$ cat config.mk
export PLATFORM = sky130hd
export DESIGN_NAME = sense_latch
export DESIGN_NICKNAME = d
export VERILOG_FILES = /design/src/rtl/sense_latch.sv
export SDC_FILE = /design/constraint.sdc
export NUM_CORES = 1
export LEC_CHECK = 0
export ABC_AREA = 1
export CORE_AREA = 2 2 39 41
export CTS_CLUSTER_SIZE = 24
export DETAILED_ROUTE_END_ITERATION = 10
export DIE_AREA = 0 0 41 43
export HOLD_SLACK_MARGIN = 0.15
export MAX_ROUTING_LAYER = met4
export PLACE_DENSITY = 0.8
export SYNTH_ARGS = -nofsm -noshare
export SYNTH_HDL_FRONTEND = slang
export SYNTH_SLANG_ARGS = --single-unit
$ cat constraint.sdc
create_clock -name clk -period 2.23 [get_ports clk]
set_clock_uncertainty 0.15 [all_clocks]
set_input_delay 0.5575 -clock clk [delete_from_list [all_inputs] [get_ports clk]]
set_output_delay 0.5575 -clock clk [all_outputs]
set_load 0.005 [all_outputs]
$ cat src/rtl/sense_latch.sv
module sense_latch #(
  parameter logic [7:0] STATUS_IDX = 8'h3A,
  parameter logic [7:0] IDENT_IDX  = 8'h3F,
  parameter logic [7:0] IDENT_VAL  = 8'h26
) (
  input  logic       clk,
  input  logic       rst_n,
  input  logic       sys_blank,
  input  logic       vga_blank,
  input  logic       blank_sel,
  input  logic       cmp_red,
  input  logic       cmp_grn,
  input  logic       cmp_blu,
  input  logic [7:0] host_idx,
  input  logic       host_wr,
  input  logic [7:0] host_wdata,
  output logic [7:0] host_rdata,
  output logic       sense_n
);

  logic       blank_now;
  logic       blank_q;
  logic       blank_fall;
  logic       stat_wr;
  logic       off_q;
  logic [2:0] chan_q;
  logic       sense_q;

  assign blank_now  = blank_sel ? vga_blank : sys_blank;
  assign blank_fall = blank_q & ~blank_now;
  assign stat_wr    = host_wr && (host_idx == STATUS_IDX);

  always_ff @(posedge clk or negedge rst_n) begin
    if (!rst_n) blank_q <= 1'b0;
    else        blank_q <= blank_now;
  end

  always_ff @(posedge clk or negedge rst_n) begin
    if (!rst_n)      off_q <= 1'b0;
    else if (stat_wr) off_q <= host_wdata[7];
  end

  always_ff @(posedge clk or negedge rst_n) begin
    if (!rst_n) begin
      chan_q  <= 3'b000;
      sense_q <= 1'b1;
    end else if (stat_wr && host_wdata[7]) begin
      chan_q  <= 3'b000;
      sense_q <= 1'b1;
    end else if (blank_fall && !off_q) begin
      chan_q  <= {cmp_red, cmp_grn, cmp_blu};
      sense_q <= ~(cmp_red | cmp_grn | cmp_blu);
    end
  end

  assign sense_n = off_q | sense_q;

  always_comb begin
    if (host_idx == STATUS_IDX)     host_rdata = {off_q, 4'b0000, chan_q};
    else if (host_idx == IDENT_IDX) host_rdata = IDENT_VAL;
    else                            host_rdata = 8'h00;
  end

endmodule


## Word-level counts from Yosys, hierarchy flattened

Index checks and enable logic that the tools add are counted.

- Register bits after elaboration: 6
- Latch bits: 0
- RAM bits: 0
- Memory bits (read-only): 0
- Input port bits: 25
- Output and inout port bits: 9
- Word-level logic and storage cells: 24
- Memories kept: 0

- Add/sub/neg operators: 0
- $mul: 0
- Divide/modulo/power cells: 0
- $lt $le $gt $ge: 0
- Equality and inequality tests: 2
- Shift operators: 0
- Muxes and demuxes: 7
- Bitwise operators: 6
- Reductions and logical operators: 5

Operator list:

| cell | count |
|---|---|
| equality test 8 x 6 -> 1 bit, second input constant | 2 |
| 2-to-1 mux 8 bit | 1 |
| 2-to-1 mux 3 bit | 2 |
| 2-to-1 mux 6 bit | 1 |
| logical AND 1 bit | 3 |
| 2-to-1 mux 1 bit | 3 |
| OR 1 bit | 3 |
| NOT 1 bit | 2 |
| nonzero test 2 bit | 1 |
| AND 1 bit | 1 |
| logical NOT 1 bit | 1 |

## Depth between registers and ports, before layout

Gate-level depths: netlist (run 1).

- Depth after elaboration: 6
- Gate-level depth with buffers: 8

## Least setup slack after synthesis (run 1)

No wires, ideal clock.

- Path type: in2out
- From: input host_idx[7]
- To: output host_rdata[0]
- Arrival: 1.051 ns
- Data required time: 1.522 ns
- Path slack: 0.472 ns
- Cell stages on the path: 5
- Cells stage by stage: nor2_2 nand2_2 nor2_8 inv_1 nor2_1

- Longest elaborated chain between the ends: 2

RTL lines:

| what | RTL line | RTL |
|---|---|---|
| start: declaration | 14 | `input logic [7:0] host_idx,` |
| equality test 8 x 6 -> 1 bit | 59 | `if (host_idx == STATUS_IDX) host_rdata = {off_q, 4'b0000, chan_q};` |
| 2-to-1 mux 8 bit | 59 |  |
| end: declaration | 17 | `output logic [7:0] host_rdata,` |

No other way between the ends.

## Worst setup path after layout (run 1)

- From: input host_idx[2]
- To: output host_rdata[7]

Same word-level chain as after synthesis.

==> key figures, run 1 <==
Critical path
  – CP startpoint kind: primary input
  – CP Capture Type: output pin
  – Critical path class: primary input to output pin
  – Worst Reg2Reg Path Length in Cells: 6
  – CP Cell Sequence: dlygate4sd2_1 -> nor2_2 -> nand2_4 -> nor2_8 -> inv_2 -> nor2_1 -> buf_2
  – Critical Path AT: 1.42 ns
  – Reg2reg start: off_q
  – Slowest CP cell: dlygate4sd2_1
  – CP required: 1.52 ns
  – Register-to-register setup slack: 1.06 ns
  – CP Max Fanout: 4
  – Worst r2r dst: chan_q[1]
  – Crit-path max cell delay: 0.26 ns

Hold path
  – Worst hold path depth: 2
  – Worst-case hold path end point: off_q
  – Hold path startpoint: off_q
  – Worst Hold Class: flip-flop to flip-flop

Timing
  – Final Hold Fails: 0
  – Final period utilization: 95.2%
  – Final setup viols: 0
  – Max Slew Vio Count: 0
  – FMAX: 471 MHz
  – Unrepaired setup endpoints after global routing: false
  – Min cycle time layout: 2.12 ns

Pwr
  – Sw Pwr: 0.0910 mW
  – Pwr Density: 473 nW/um^2
  – Switch share: 27.5%
  – IR drop worst, VDD: 170 uV
  – Combinational Power Share: 26.5%
  – Clk pwr share: 32.9%
  – Sequential share of power: 40.6%
  – Leak: 0.428 nW
  – Int Pwr: 0.240 mW

Floorplan
  – # rows: 14
  – Core footprint: 1380 sq um
  – Top-Level Pins: 34
  – Initial Util: 31.8%
  – Die area: 1760 sq um
  – Die Wd: 41 microns
  – Die Height: 43 microns

Yosys
  – Commonest cells in the netlist: nand2_1 (23), inv_1 (15), dfrtp_1 (5)
  – Cell taking the most area after synthesis: dfrtp_1
  – Post-synth EDFFs: 0
  – Top-count cell post-synth: nand2_1
  – Main flop type after synthesis: dfrtp_1
  – Yosys warnings: 0
  – Ys async rst share: 100%
  – Top cells by area, synth: dfrtp_1 (28%), nand2_1 (20%), inv_1 (13%)
  – Synth top area share: 28.4%
  – Seq/Total Area, Yosys: 34.4%
  – Mapped Area: 440 sq um
  – Mapped Cells: 66
  – Number of synthesized register bits: 6
  – Count of different cell masters after synthesis: 14
  – Post-Syn Area per Cell: 6.67 sq um

Status
  – Status: finished clean

Flow run
  – Max-Cap Viols: 0

Clocking
  – Clk sink count: 6
  – CTS Hold Bufs: 0
  – Clock tree buffer depth: 2
  – CTS tree: built
  – Root buf cell: clkbuf_4
  – Worst skew pair latency: 0.25 ns
  – Clock H-tree levels: 1
  – Reg clk slew, reported paths: 0.04 ns
  – CTS Buf Count: 3
  – Setup bufs post-CTS: 0

Placement
  – DPL Wire Length: 799 microns
  – Cell count after placement: 105
  – # port buffers: 23
  – GP Congestion: 0.764

GRT
  – First-pass GRT wire length: 1410 microns
  – Vias in the first global route: 407
  – Pin count of the biggest net entering global routing: 7
  – Initial antenna violation count: 0
  – Met1 Use GR: 13.0%
  – Grt met2 use: 18.4%
  – Met3 global-route usage: 3.66%
  – Total grt overflow: 0
  – Total GRT Usage: 12.8%
  – Busiest layer in global routing: met2

Route
  – DR vias/cell: 4.21
  – Wirelength per Cell: 8.72 microns
  – Final WL: 951 microns
  – Post-route DRC: 0
  – Via count: 459
  – Initial DRC count: 6
  – DRT Pass-1 Iters: 4
  – Detail Route Antenna Nets: 0

Final layout
  – Fin cells: 109
  – N_diodes: 0
  – Area grow syn2layout: 58.8%
  – Final net count: 119
  – Final core area utilization: 50.5%
  – Fraction of layout cells with a size suffix above 1: 24.7%
cells by family after synthesis:
kind of cell	share of synthesized area (%)
buffers and inverters	17.9
and+or+nand+nor	45.7
DFF	34.4
AOI/OAI and AO/OA	1.14
other	0.851
flip-flops by register name (all words and copies together), names as in the netlist:
signal and count:
chan_q 3, blank_q 1, off_q 1, sense_q 1
power groups by stage:
stage          Clock [mW]  Sequential, mW  Combinational [mW]
5_1_grt             0.116           0.135               0.101
3_5_place_dp            0           0.136              0.0893
4_1_cts             0.113           0.135              0.0877
3_3_place_gp            0           0.135              0.0868
6_report            0.109           0.134              0.0875
2_1_floorplan           0           0.134              0.0456
final cells by class:
cell class,instances,area (sq um)
Inverter,15,56.3
Clock buffer,4,26.3
Tap cell,16,20.0
Fill cell,143,684
Multi-Input combinational cell,44,238
Sequential cell,6,151
Timing Repair Buffer,24,208
stage by stage:
stage | hold WS, ns | setup slack (ns) | total power, mW | TNS, ns | area, sq um
floorplan | 0.112 | 0.472 | 0.179 | 0 | 448
global placement | 0.351 | -0.463 | 0.222 | -2.16 | 683
detailed placement | 0.353 | -0.473 | 0.225 | -2.25 | 683
CTS | 0.364 | 0.0983 | 0.335 | 0 | 699
global route | 0.415 | 0.0153 | 0.352 | 0 | 699
finish | 0.358 | 0.107 | 0.331 | 0 | 699
routing by layer:
metal	vias to the layer above	part of all wire, %
met4	0	0
met1	196	37
met3	0	13
met5	-	0
li1	237	-
met2	26	51
worst max path at each step:
| stage | startpoint | endpoint | slack [ns] | cells after the start |
|---|---|---|---|---|
| floorplan | host_idx[7] | host_rdata[0] | 0.47 | 5 |
| global placement | host_idx[5] | host_rdata[7] | -0.46 | 8 |
| detailed placement | host_idx[1] | host_rdata[2] | -0.47 | 8 |
| CTS | host_idx[2] | host_rdata[7] | 0.1 | 7 |
| global route | host_idx[2] | host_rdata[7] | 0.02 | 7 |
| finish | host_idx[2] | host_rdata[7] | 0.11 | 7 |
layout by cell type (no fill, tap or decap):
| master | count |
|---|---|
| clkdlybuf4s50_1 | 10 |
| inv_1 | 12 |
| buf_2 | 4 |
| nor3_1 | 1 |
| nor2_2 | 4 |
| dlygate4sd2_1 | 8 |
| inv_2 | 3 |
| nor2_8 | 1 |
| nand2_4 | 2 |
| o21ai_1 | 1 |
| clkbuf_4 | 3 |
| nand2_2 | 2 |
| nor2_1 | 2 |
| clkbuf_1 | 1 |
| dfrtp_1 | 5 |
| nand2_1 | 23 |
| dfstp_2 | 1 |
| nand3_4 | 1 |
| conb_1 | 3 |
| nand3_1 | 3 |
| buf_4 | 1 |
| nand3_2 | 1 |
| clkdlybuf4s15_1 | 1 |
what timing repair did:
| action | 4_1_cts | 5_1_grt |
|---|---|---|
| endpoints found under the hold margin | 0 | 0 |
| resized for setup | 34 | 0 |
| endpoints found under the setup margin | 5 | 0 |
critical path, delay by kind of cell:
family / cells / cell delay (ns)
AND/OR/NAND/NOR: 4 / 0.43
buffers and inverters: 3 / 0.41
Power figures use the tool's default switching activity.
==> inputs of run 2 (changes only) <==
Settings changed: CELL_PAD_IN_SITES_DETAIL_PLACEMENT set to 0, CELL_PAD_IN_SITES_GLOBAL_PLACEMENT set to 1, CORE_AREA 2 2 39 41 to not set, CORE_ASPECT_RATIO set to 0.75, CORE_MARGIN set to 2, CORE_UTILIZATION set to 22, CTS_CLUSTER_DIAMETER set to 30, DIE_AREA 0 0 41 43 to not set, PLACE_DENSITY 0.8 to not set, PLACE_DENSITY_LB_ADDON set to 0.1.
==> run 2 against run 1 <==
Via count fell by 11%. Die area increased by 35%. Worst hold slack gained 0.0051 ns. Sequential share of layout area is 0.077 points lower. Register-to-register slack worse by 0.02 ns. Final cell count up 5.5%. Maximum frequency fell by 0.44%. Critical path depth unchanged. Clock-buffer cell count is the same. Total power down 0.71%. Largest cell class unchanged.
==> key figures, run 2 (same netlist as run 1, synthesis figures left out) <==
Placement
  – # port buffers: 23
  – Cell count after placement: 111
  – Dpl ws: -0.468 ns
  – GP Congestion: 0.657
  – DPL Wire Length: 782 microns

Timing
  – Final setup viols: 0
  – FMAX: 469 MHz
  – Max Slew Vio Count: 0
  – Min cycle time layout: 2.13 ns
  – Final period utilization: 95.6%
  – Final Hold Fails: 0
  – Worst hold slack: 0.363 ns
  – Final Worst Setup Slack: 0.0975 ns
  – Unrepaired setup endpoints after global routing: false

Clocking
  – CTS Buf Count: 3
  – Reg clk slew, reported paths: 0.05 ns
  – CTS tree: built
  – Clk sink count: 6
  – Root buf cell: clkbuf_4
  – CTS Hold Bufs: 0
  – Clock tree buffer depth: 2
  – Worst skew pair latency: 0.24 ns
  – Clock H-tree levels: 1

Critical path
  – Critical path class: primary input to output pin
  – Critical Path AT: 1.43 ns
  – CP Capture Type: output pin
  – Top delay family on crit path: simple AND/OR/NAND/NOR gates
  – CP Max Fanout: 4
  – CP Cell Sequence: dlygate4sd2_1 -> nor2_2 -> nand2_4 -> nor2_8 -> inv_2 -> nor2_1 -> buf_2
  – Crit-path max cell delay: 0.27 ns
  – Slowest CP cell: dlygate4sd2_1
  – CP required: 1.52 ns
  – CP startpoint kind: primary input
  – Worst path bufs/invs: 3

GRT
  – First-pass GRT wire length: 1570 microns
  – Busiest layer in global routing: met1
  – Initial antenna violation count: 0
  – Grt met2 use: 11.0%
  – Pin count of the biggest net entering global routing: 7
  – Total GRT Usage: 9.15%
  – Met1 Use GR: 11.0%
  – Total grt overflow: 0
  – Vias in the first global route: 373
  – Met3 global-route usage: 5.79%

Final layout
  – Final net count: 119
  – N_diodes: 0
  – Area grow syn2layout: 59.4%
  – Fraction of layout cells with a size suffix above 1: 23.7%
  – Commonest cells after routing, fill and taps aside: nand2_1 (23), inv_1 (13), clkdlybuf4s50_1 (10)
  – Final core area utilization: 38.9%
  – Most flop-heavy register: chan_q
  – Max reg flops: 3
  – Fillers: 206
  – Fin cells: 115
  – Most common cell after layout, fill and taps aside: nand2_1

Route
  – Detail Route Antenna Nets: 0
  – Initial DRC count: 5
  – Wirelength per Cell: 8.14 microns
  – Post-route DRC: 0
  – Via count: 410
  – DRT Pass-1 Iters: 3
  – DR vias/cell: 3.57
  – Final WL: 936 microns

Floorplan
  – # rows: 13
  – Core footprint: 1810 sq um
  – Die area: 2380 sq um
  – Die Wd: 55.7 microns
  – Initial Util: 24.4%
  – Top-Level Pins: 34
  – Die Height: 42.8 microns

Flow run
  – Max-Cap Viols: 0

Status
  – Status: finished clean

Pwr
  – Sw Pwr: 0.0891 mW
  – Pwr Total: 0.328 mW
  – Combinational Power Share: 26.4%
  – Pwr Density: 468 nW/um^2
  – Sequential share of power: 41.5%
  – Int Pwr: 0.239 mW
  – Clk pwr share: 32.1%
  – Leak: 0.420 nW
  – IR drop worst, VDD: 130 uV
  – Switch share: 27.1%

Hold path
  – Worst Hold Class: flip-flop to flip-flop
[run 2: cell counts in the layout (fill, tap and decap cells not counted)]
Identical to the previous run, type by type.
[run 2: layer usage]
layer	wire length, microns	vias to the layer above
li1	-	238
met1	481	157
met2	367	15
met3	87	0
met4	0	0
met5	0	-
[run 2: timing repair]
item                       in CTS  in global routing
resized for setup              32                  0
setup endpoints to repair       5                  0
setup buffers                   0                  0
[run 2: worst paths after layout]
path,from,end,slack (ns),cells past startpoint
setup / recovery,host_idx[2],host_rdata[7],0.1,7
hold / removal,off_q,off_q,0.36,2
setup reg to reg,off_q,chan_q[0],1.04,6
hold reg to reg,off_q,off_q,0.36,2
max in group asynchronous,rst_n,sense_q,1.25,1
min in group asynchronous,rst_n,chan_q[2],0.40,1
[run 2: tightest hold or removal path, stage by stage (launching register included)]
cell     delay (ns)
dfrtp_1        0.37
nand2_1        0.06
nand2_1        0.05
[run 2: final cells by class]
class                           instances  area [sq um]  area share [%]
Multi-Input combinational cell         44           233            33.2
Tap cell                               22          27.5            3.92
Sequential cell                         6           151            21.6
Timing Repair Buffer                   24           208            29.6
Clock buffer                            4          26.3            3.74
Inverter                               15          56.3            8.02
[run 2: through the flow]
step | setup TNS, ns | area, sq um
floorplan | 0 | 448
global placement | -2.18 | 691
detailed placement | -2.22 | 691
CTS | 0 | 702
global route | 0 | 702
finish | 0 | 702
[run 2: power by group through the flow]
stage	Sequential, mW	Clock [mW]	Combinational (mW)
2_1_floorplan	0.134	0	0.0456
3_3_place_gp	0.137	0	0.0893
3_5_place_dp	0.137	0	0.0896
4_1_cts	0.136	0.112	0.0870
5_1_grt	0.137	0.124	0.0991
6_report	0.136	0.105	0.0866
